### src/rtl/can_smp_pkg.sv
package can_smp_pkg;
  typedef enum logic {
    ST_IDLE = 1'b0,
    ST_RUN  = 1'b1
  } smp_state_e;
endpackage

### src/rtl/can_smp_edge.sv
module can_smp_edge (
  input  logic clk_i,
  input  logic rst_ni,
  input  logic rx_i,
  output logic fall_o
);
  logic prev_q;

  always_ff @(posedge clk_i or negedge rst_ni) begin
    if (!rst_ni) prev_q <= 1'b1;
    else         prev_q <= rx_i;
  end

  assign fall_o = prev_q & ~rx_i;
endmodule

### src/rtl/can_smp_cfg.sv
module can_smp_cfg #(
  parameter int unsigned CNT_W = 12
) (
  input  logic             clk_i,
  input  logic             rst_ni,
  input  logic             load_i,
  input  logic [CNT_W-1:0] bw_i,
  input  logic [CNT_W-1:0] ofs_i,
  output logic [CNT_W-1:0] bw_o,
  output logic [CNT_W-1:0] ofs_o
);
  always_ff @(posedge clk_i or negedge rst_ni) begin
    if (!rst_ni) begin
      bw_o  <= '0;
      ofs_o <= '0;
    end else if (load_i) begin
      bw_o  <= bw_i;
      ofs_o <= ofs_i;
    end
  end
endmodule

### src/rtl/can_smp_timer.sv
module can_smp_timer #(
  parameter int unsigned CNT_W = 12
) (
  input  logic             clk_i,
  input  logic             rst_ni,
  input  logic             start_i,
  input  logic             run_i,
  input  logic             resync_i,
  input  logic [CNT_W-1:0] ofs_start_i,
  input  logic [CNT_W-1:0] ofs_i,
  input  logic [CNT_W-1:0] bw_i,
  output logic             due_o
);
  localparam logic [CNT_W-1:0] ONE = CNT_W'(1);

  logic [CNT_W-1:0] cnt_q;

  always_ff @(posedge clk_i or negedge rst_ni) begin
    if (!rst_ni) begin
      cnt_q <= '0;
    end else if (start_i) begin
      cnt_q <= ofs_start_i - ONE;
    end else if (run_i) begin
      if (cnt_q == '0)   cnt_q <= bw_i - ONE;   // sample wins over a coincident edge
      else if (resync_i) cnt_q <= ofs_i - ONE;
      else               cnt_q <= cnt_q - ONE;
    end else begin
      cnt_q <= '0;
    end
  end

  assign due_o = run_i && (cnt_q == '0);

  // countdown never exceeds one bit period for valid settings
  a_r4_cnt_bound: assert property (@(posedge clk_i) disable iff (!rst_ni)
    (run_i && (ofs_i != '0) && (ofs_i < bw_i)) |-> (cnt_q < bw_i));
endmodule

### src/rtl/can_bit_sampler.sv
module can_bit_sampler
  import can_smp_pkg::*;
#(
  parameter int unsigned CNT_W = 12
) (
  input  logic             clk_i,
  input  logic             rst_ni,
  input  logic             rx_i,
  input  logic             frame_done_i,
  input  logic [CNT_W-1:0] bit_width_i,
  input  logic [CNT_W-1:0] sample_ofs_i,
  output logic             bit_o,
  output logic             bit_strobe_o,
  output logic             sof_o
);
  smp_state_e       state_q, state_d;
  logic [CNT_W-1:0] bw_q, ofs_q;
  logic             idle, run, fall, due;
  logic             sof_det, done, take, resync;

  assign idle    = (state_q == ST_IDLE);
  assign run     = (state_q == ST_RUN);
  assign sof_det = idle && !rx_i;
  assign done    = run && frame_done_i;
  assign take    = due && !done;
  assign resync  = run && fall && !due && !done;

  can_smp_edge u_edge (
    .clk_i  (clk_i),
    .rst_ni (rst_ni),
    .rx_i   (rx_i),
    .fall_o (fall)
  );

  can_smp_cfg #(.CNT_W(CNT_W)) u_cfg (
    .clk_i  (clk_i),
    .rst_ni (rst_ni),
    .load_i (idle),
    .bw_i   (bit_width_i),
    .ofs_i  (sample_ofs_i),
    .bw_o   (bw_q),
    .ofs_o  (ofs_q)
  );

  can_smp_timer #(.CNT_W(CNT_W)) u_timer (
    .clk_i       (clk_i),
    .rst_ni      (rst_ni),
    .start_i     (sof_det),
    .run_i       (run),
    .resync_i    (resync),
    .ofs_start_i (sample_ofs_i),
    .ofs_i       (ofs_q),
    .bw_i        (bw_q),
    .due_o       (due)
  );

  always_comb begin
    state_d = state_q;
    unique case (state_q)
      ST_IDLE: if (sof_det) state_d = ST_RUN;
      ST_RUN:  if (done)    state_d = ST_IDLE;
      default:              state_d = ST_IDLE;
    endcase
  end

  always_ff @(posedge clk_i or negedge rst_ni) begin
    if (!rst_ni) begin
      state_q      <= ST_IDLE;
      bit_o        <= 1'b1;
      bit_strobe_o <= 1'b0;
      sof_o        <= 1'b0;
    end else begin
      state_q      <= state_d;
      sof_o        <= sof_det;
      bit_strobe_o <= take;
      if (take) bit_o <= rx_i;
    end
  end

  // start of frame only after a dominant sample, single pulse
  a_r2_sof_dominant: assert property (@(posedge clk_i) disable iff (!rst_ni)
    sof_o |-> $past(!rx_i));
  a_r2_sof_single: assert property (@(posedge clk_i) disable iff (!rst_ni)
    sof_o |=> !sof_o);
  // strobes only come out of a running frame
  a_r3_strobe_in_run: assert property (@(posedge clk_i) disable iff (!rst_ni)
    bit_strobe_o |-> $past(state_q == ST_RUN));
  // end of frame blocks a coincident sample
  a_r9_done_blocks: assert property (@(posedge clk_i) disable iff (!rst_ni)
    (frame_done_i && run) |=> !bit_strobe_o);
  // single-cycle strobe for widths of 2 or more
  a_r10_strobe_single: assert property (@(posedge clk_i) disable iff (!rst_ni)
    (bit_strobe_o && (bw_q > CNT_W'(1))) |=> !bit_strobe_o);
  // bit value moves only with a strobe
  a_r10_bit_with_strobe: assert property (@(posedge clk_i) disable iff (!rst_ni)
    !bit_strobe_o |-> $stable(bit_o) || $past(!rst_ni));
endmodule

### config.mk
export PLATFORM = sky130hd
export DESIGN_NAME = can_bit_sampler
export DESIGN_NICKNAME = d
export VERILOG_FILES = /design/src/rtl/can_smp_pkg.sv /design/src/rtl/can_smp_edge.sv /design/src/rtl/can_smp_cfg.sv /design/src/rtl/can_smp_timer.sv /design/src/rtl/can_bit_sampler.sv
export SDC_FILE = /design/constraint.sdc
export NUM_CORES = 1
export LEC_CHECK = 0
export BUFFER_PORTS_ARGS = -buffer_cell sky130_fd_sc_hd__buf_4
export CORE_MARGIN = 2
export CORE_UTILIZATION = 60
export CTS_CLUSTER_DIAMETER = 40
export DETAILED_ROUTE_END_ITERATION = 7
export HOLD_SLACK_MARGIN = 0.12
export PLACE_DENSITY_LB_ADDON = 0.12
export SYNTH_ARGS = -nofsm -noshare
export SYNTH_HDL_FRONTEND = slang
export SYNTH_HIERARCHICAL = 1
export SYNTH_SLANG_ARGS = --single-unit
### constraint.sdc
create_clock -name clk_i -period 10.3 [get_ports clk_i]
set_input_delay 0.515 -clock clk_i [delete_from_list [all_inputs] [get_ports clk_i]]
set_output_delay 0.515 -clock clk_i [all_outputs]
set_load 0.05 [all_outputs]
# Yosys cells after proc, flatten, opt, wreduce, memory -nomap -nowiden
# Cells that the tools add are included.
[totals] in_bits=28 wordCells=33 register_bits=41 output_inout_bits=3
[classes] n_addsub=4 reduce_logical=11 bitwise=3 mux=7
[op_table] operator="12-bit two-way mux" count=4
[op_table] operator="12-bit by 1-bit subtractor with 12-bit output, second input constant" count=4
[op_table] operator="12-bit zero test" count=1
[op_table] operator="1-bit logical AND" count=7
[op_table] operator="1-bit zero test" count=3
[op_table] operator="1-bit two-way mux" count=2
[op_table] operator="1-bit NOT" count=2
[op_table] operator="1-bit one-hot mux with 2 select lines" count=1
[op_table] operator="1-bit bitwise AND" count=1

# Longest topological paths before layout
[logic_depth] ltp_word=9 ltp_mapped=18 ltp_nobuf=14

# By module
# The synthesis kept the hierarchy.
[by_module_without_submodules] mod="can_smp_timer" cells_each=151 seq_area_each_um2=300.3 n_inst=1 area_each_um2=1298.7
[by_module_without_submodules] mod="can_smp_cfg" cells_each=51 seq_area_each_um2=600.6 n_inst=1 area_each_um2=997.2
[by_module_without_submodules] mod="can_bit_sampler" cells_each=10 seq_area_each_um2=101.3 n_inst=1 area_each_um2=160.2
[by_module_without_submodules] mod="can_smp_edge" cells_each=2 seq_area_each_um2=26.3 n_inst=1 area_each_um2=40.0

# Worst setup path after synthesis
# OpenSTA, ideal clock, no wires.
[synth_path] path_type="flip-flop to flip-flop" startpoint="register u_timer.cnt_q[10]" endpoint="register u_timer.cnt_q[10]" required_time_ns=10.159 period_less_slack_ns=3.276 arrival_time_ns=3.135 path_stages_with_launch=19 setup_ns=0.141 path_slack_ns=7.024 n_path_buf=4 cell_sequence="dfrtp_1 > nor4_2 > nand3_1 > buf_6 > buf_2 > nor2_1 > nor4b_2 > buf_2 > buf_2 > mux2i_1 > nand2_1 > o21ai_0 > ha_1 > nand2b_1 > nand2b_1 > mux2i_2 > nand3_1 > xnor2_1 > o22ai_1"
[synth_via] elab_chain_len=9 word_cells_on_any_way=10 classes_between="add/sub (1); mux (4); reduce/logical (5)"
[synth_lines] element="from (decl)" line_no="can_smp_timer.sv:16" source="logic [CNT_W-1:0] cnt_q;"
[synth_lines] element="from (signal assigned)" line_no="can_smp_timer.sv:22" source="cnt_q <= ofs_start_i - ONE;"
[synth_lines] element="from (signal assigned)" line_no="can_smp_timer.sv:24" source="if (cnt_q == '0) cnt_q <= bw_i - ONE;"
[synth_lines] element="from (signal assigned)" line_no="can_smp_timer.sv:25" source="else if (resync_i) cnt_q <= ofs_i - ONE;"
[synth_lines] element="12-bit zero test" line_no="can_smp_timer.sv:32" source="assign due_o = run_i && (cnt_q == '0);"
[synth_lines] element="1-bit logical AND" line_no="can_smp_timer.sv:32"
[synth_lines] element="net due" line_no="can_bit_sampler.sv:18" source="logic idle, run, fall, due;"
[synth_lines] element="1-bit zero test" line_no="can_bit_sampler.sv:26" source="assign resync = run && fall && !due && !done;"
[synth_lines] element="1-bit logical AND (2 in a row)" line_no="can_bit_sampler.sv:26"
[synth_lines] element="net resync" line_no="can_bit_sampler.sv:19" source="logic sof_det, done, take, resync;"
[synth_lines] element="12-bit two-way mux" line_no="can_smp_timer.sv:25"
[synth_lines] element="12-bit two-way mux" line_no="can_smp_timer.sv:24"
[synth_lines] element="12-bit two-way mux" line_no="can_smp_timer.sv:23" source="end else if (run_i) begin"
[synth_lines] element="12-bit two-way mux" line_no="can_smp_timer.sv:21" source="end else if (start_i) begin"
# The timed path passes the listed nets, and every way through them passes these cells.
# A chain may end at the register's enable or synchronous reset.

# Worst setup path after layout
# Same ends and word-level chain as after synthesis.

==> out/metrics.yaml <==
run_status:
  status: "finished clean"
drt:
  dr.first_iter.drc_count: 68
  first_pass_iters: 5
  drc: 0
  ant_nets: 0
  wire_per_inst_um: 18.7
  vias_per_cell: 6.13
  totalWireLength_mm: 5.52
  route.vias.total: 1807
critical_path:
  cpMaxStageDelayCell: "dfrtp_1"
  crit_path_start_kind: "flop"
  crit_arrival_ps: 3500
  r2r-start: "u_timer/cnt_q[10]$_DFF_PN0_"
  crit_buf_inv: 3
  cp_cell_sequence: "nor4_2, nand3_1, buf_4, nor2_1, nor4b_4, buf_4, mux2i_1, a21oi_1, inv_1, ha_1, nand2b_1, nand2b_1, mux2i_2, nand3_1, xnor2_1, o22ai_1"
  crit_fanout: 30
  worstSetupEndpointType: "flop"
  regToRegSetupSlack_ps: 6960
  critPathKind: "reg2reg"
  rr_worst_depth: 16
  r2r_end: "u_timer/cnt_q[10]$_DFF_PN0_"
  timing.critical_path.slowest_cell_delay_ps: 420
  required_ps: 10460
  path_delay_family: "simple AND/OR/NAND/NOR gates"
timing:
  clock.fmax_mhz: 299
  slew_headroom: 0.651
  rsz0062_at_grt: "false"
  setup_viol: 0
  drv_slew: 0
  tightest_slew_ps: 524
  skew_ps: 8.87
  period_minus_slack_ps: 3340
  setup_tns_ps: 0
  fin_crit_sh: 0.324
  finalHoldViolCount: 0
cts:
  root_buffer: "clkbuf_8"
  cts_setup_buffers: 0
  cts_tree: "built"
  h-tree-depth: 2
  postCtsResizedCells: 0
  insertion_delay_ps: 300
  clkTransAtPathRegs_ps: 80
  cts_max_path_buffers: 2
  numCtsBuffers: 5
  ctsHoldBuffers: 0
  cts_sinks: 41
die:
  io_pins: 31
  start_util: 0.624
  die_y_um: 68.5
  num_rows: 23
  dieWidth_um: 68.5
  fp.coreArea_um2: 4000
  dieArea_um2: 4690
yosys:
  synth_nets: 244
  synthCells: 214
  synth_area_per_cell_um2: 11.7
  yosysWarnings: 6
  ys_ff_latch: 41
  synth-seq-area-share: 0.412
  synth-edff-count: 0
  async_reset_ff_frac: 1.00
  synth_cell_types: 41
  synth_ff_type: "dfrtp_1"
  synthesis.area_um2: 2500
pwr:
  p_seq_frac: 0.393
  p_per_area_nw_per_um2: 208
  switchingPower_mw: 0.217
  sw_frac_of_total: 0.369
  peakVddDrop_mv: 0.140
  p_int_mw: 0.370
  clkPwrFrac: 0.189
  finalPower_mw: 0.586
  p_leak_nw: 1.25
  combPwrFrac: 0.418
grt:
  grtUsageMet3: 0.0568
  grtUsageMet1: 0.334
  grt_pass1_vias: 1822
  grt_overflow: 0
  antenna_found_initial: 0
  grt_start_max_net_pins: 42
  grt_first_pass_wirelength_mm: 8.76
  grt-busiest-layer: "met2"
  grtUsageMet2: 0.439
  grtUsageTotal: 0.260
finish:
  layout-drive-gt1-share: 0.343
  synthToLayoutAreaGrowth_pct: 12.7
  n_fill_cell: 315
  layout_common_cells: "39 x dfrtp_1, 33 x buf_4, 22 x mux2_4, 14 x mux2i_1, 12 x o22ai_1"
  finalNetCount: 274
  final_common_cell: "dfrtp_1"
  antenna_cells: 0
  final_cells: 295
placed_design:
  placed_cells: 287
  dp_hpwl_mm: 4.10
  gp_congestion: 0.833
  portBuffers: 30
hold_path:
  min_path_type: "in2async"
job:
  maxCapViolations: 0
==> metrics by stage <==
stage                     setup WS, ps  instance area, um2  utilization  hold slack, ps
after floorplan                   7020                2500            -             219
after global placement            7180                2720        0.680             498
after detailed placement          6990                2720        0.680             519
after CTS                         6980                2810        0.703             204
after global routing              6660                2810        0.703             226
final                             6960                2810        0.703             197
==> final cells by class <==
class / count / area [um2] / area share
multi-input combinational: 157 / 1360 / 0.483
sequential: 41 / 1030 / 0.366
timing repair buffer: 33 / 248 / 0.0881
clock buffer: 7 / 86.3 / 0.0307
tap: 50 / 62.6 / 0.0222
inverter: 6 / 22.5 / 0.00801
clock inverter: 1 / 7.51 / 0.00267
==> Yosys cell counts (3+ instances only) <==
cell type  number  area share
o22ai_1        12       0.030
xnor2_1        11       0.039
xor2_1          7       0.025
o21ai_0         5       0.010
or3_1           4       0.010
buf_6           3       0.014
mux2_2          9       0.041
nand3_1         4      0.0080
buf_2           3      0.0060
mux2i_1        14       0.056
dfrtp_1        39        0.39
or3b_1          3       0.011
a21oi_1         6       0.012
mux2_4         22        0.13
o21ai_1         3      0.0060
inv_1           6      0.0090
nor3_1          8       0.016
nor4_2          4       0.020
nor2_1          9       0.014
nand2_1        11       0.017
==> cells by family (layout without fill, tap and decap cells) <==
group	Yosys count	after routing	share of synthesized area
XOR/XNOR	18	18	0.0632
AO/OA/AOI/OAI	36	36	0.0957
buffers and inverters	16	47	0.0476
flip-flops	41	41	0.412
multiplexers	47	47	0.240
AND/OR/NAND/NOR	54	54	0.131
adder cells (fa/ha/maj)	2	2	0.0100
==> registers in the layout, indices dropped and copies added (netlist names) <==
name / flops
bit_o: 1
bit_strobe_o: 1
run: 1
sof_o: 1
u_cfg/bw_o: 12
u_cfg/ofs_o: 12
u_edge/prev_q: 1
u_timer/cnt_q: 12
==> power by group through the flow <==
stage	clock network, mW	logic, mW	registers [mW]
after floorplan	0	0.188	0.228
after global placement	0	0.231	0.231
after detailed placement	0	0.241	0.233
after CTS	0.112	0.244	0.230
after global routing	0.120	0.270	0.235
final	0.111	0.245	0.231
==> worst max path at each step <==
stage | start | endpoint | slack (ps) | depth (start not counted)
finish | u_timer/cnt_q[10]$_DFF_PN0_ | u_timer/cnt_q[10]$_DFF_PN0_ | 6960 | 16
global route | u_timer/cnt_q[6]$_DFF_PN0_ | u_timer/cnt_q[10]$_DFF_PN0_ | 6660 | 16
CTS | u_timer/cnt_q[10]$_DFF_PN0_ | u_timer/cnt_q[10]$_DFF_PN0_ | 6980 | 16
detailed placement | u_timer/cnt_q[10]$_DFF_PN0_ | u_timer/cnt_q[10]$_DFF_PN0_ | 6990 | 16
global placement | u_timer/cnt_q[10]$_DFF_PN0_ | u_timer/cnt_q[10]$_DFF_PN0_ | 7180 | 16
floorplan | u_timer/cnt_q[10]$_DFF_PN0_ | u_timer/cnt_q[10]$_DFF_PN0_ | 7020 | 18
==> worst register-to-register path, cell delays in order (launching register included) <==
cell,delay [ps]
dfrtp_1,420
nor4_2,320
nand3_1,110
buf_4,260
nor2_1,250
nor4b_4,70
buf_4,220
mux2i_1,210
a21oi_1,110
inv_1,80
ha_1,220
nand2b_1,90
nand2b_1,170
mux2i_2,290
nand3_1,140
xnor2_1,150
o22ai_1,90
==> metal layers <==
layer	wire, um	part of all wire
met4	109	0.020
met5	0	0
met3	343	0.062
met1	2410	0.44
met2	2660	0.48
(Power assumes the default switching activity.)
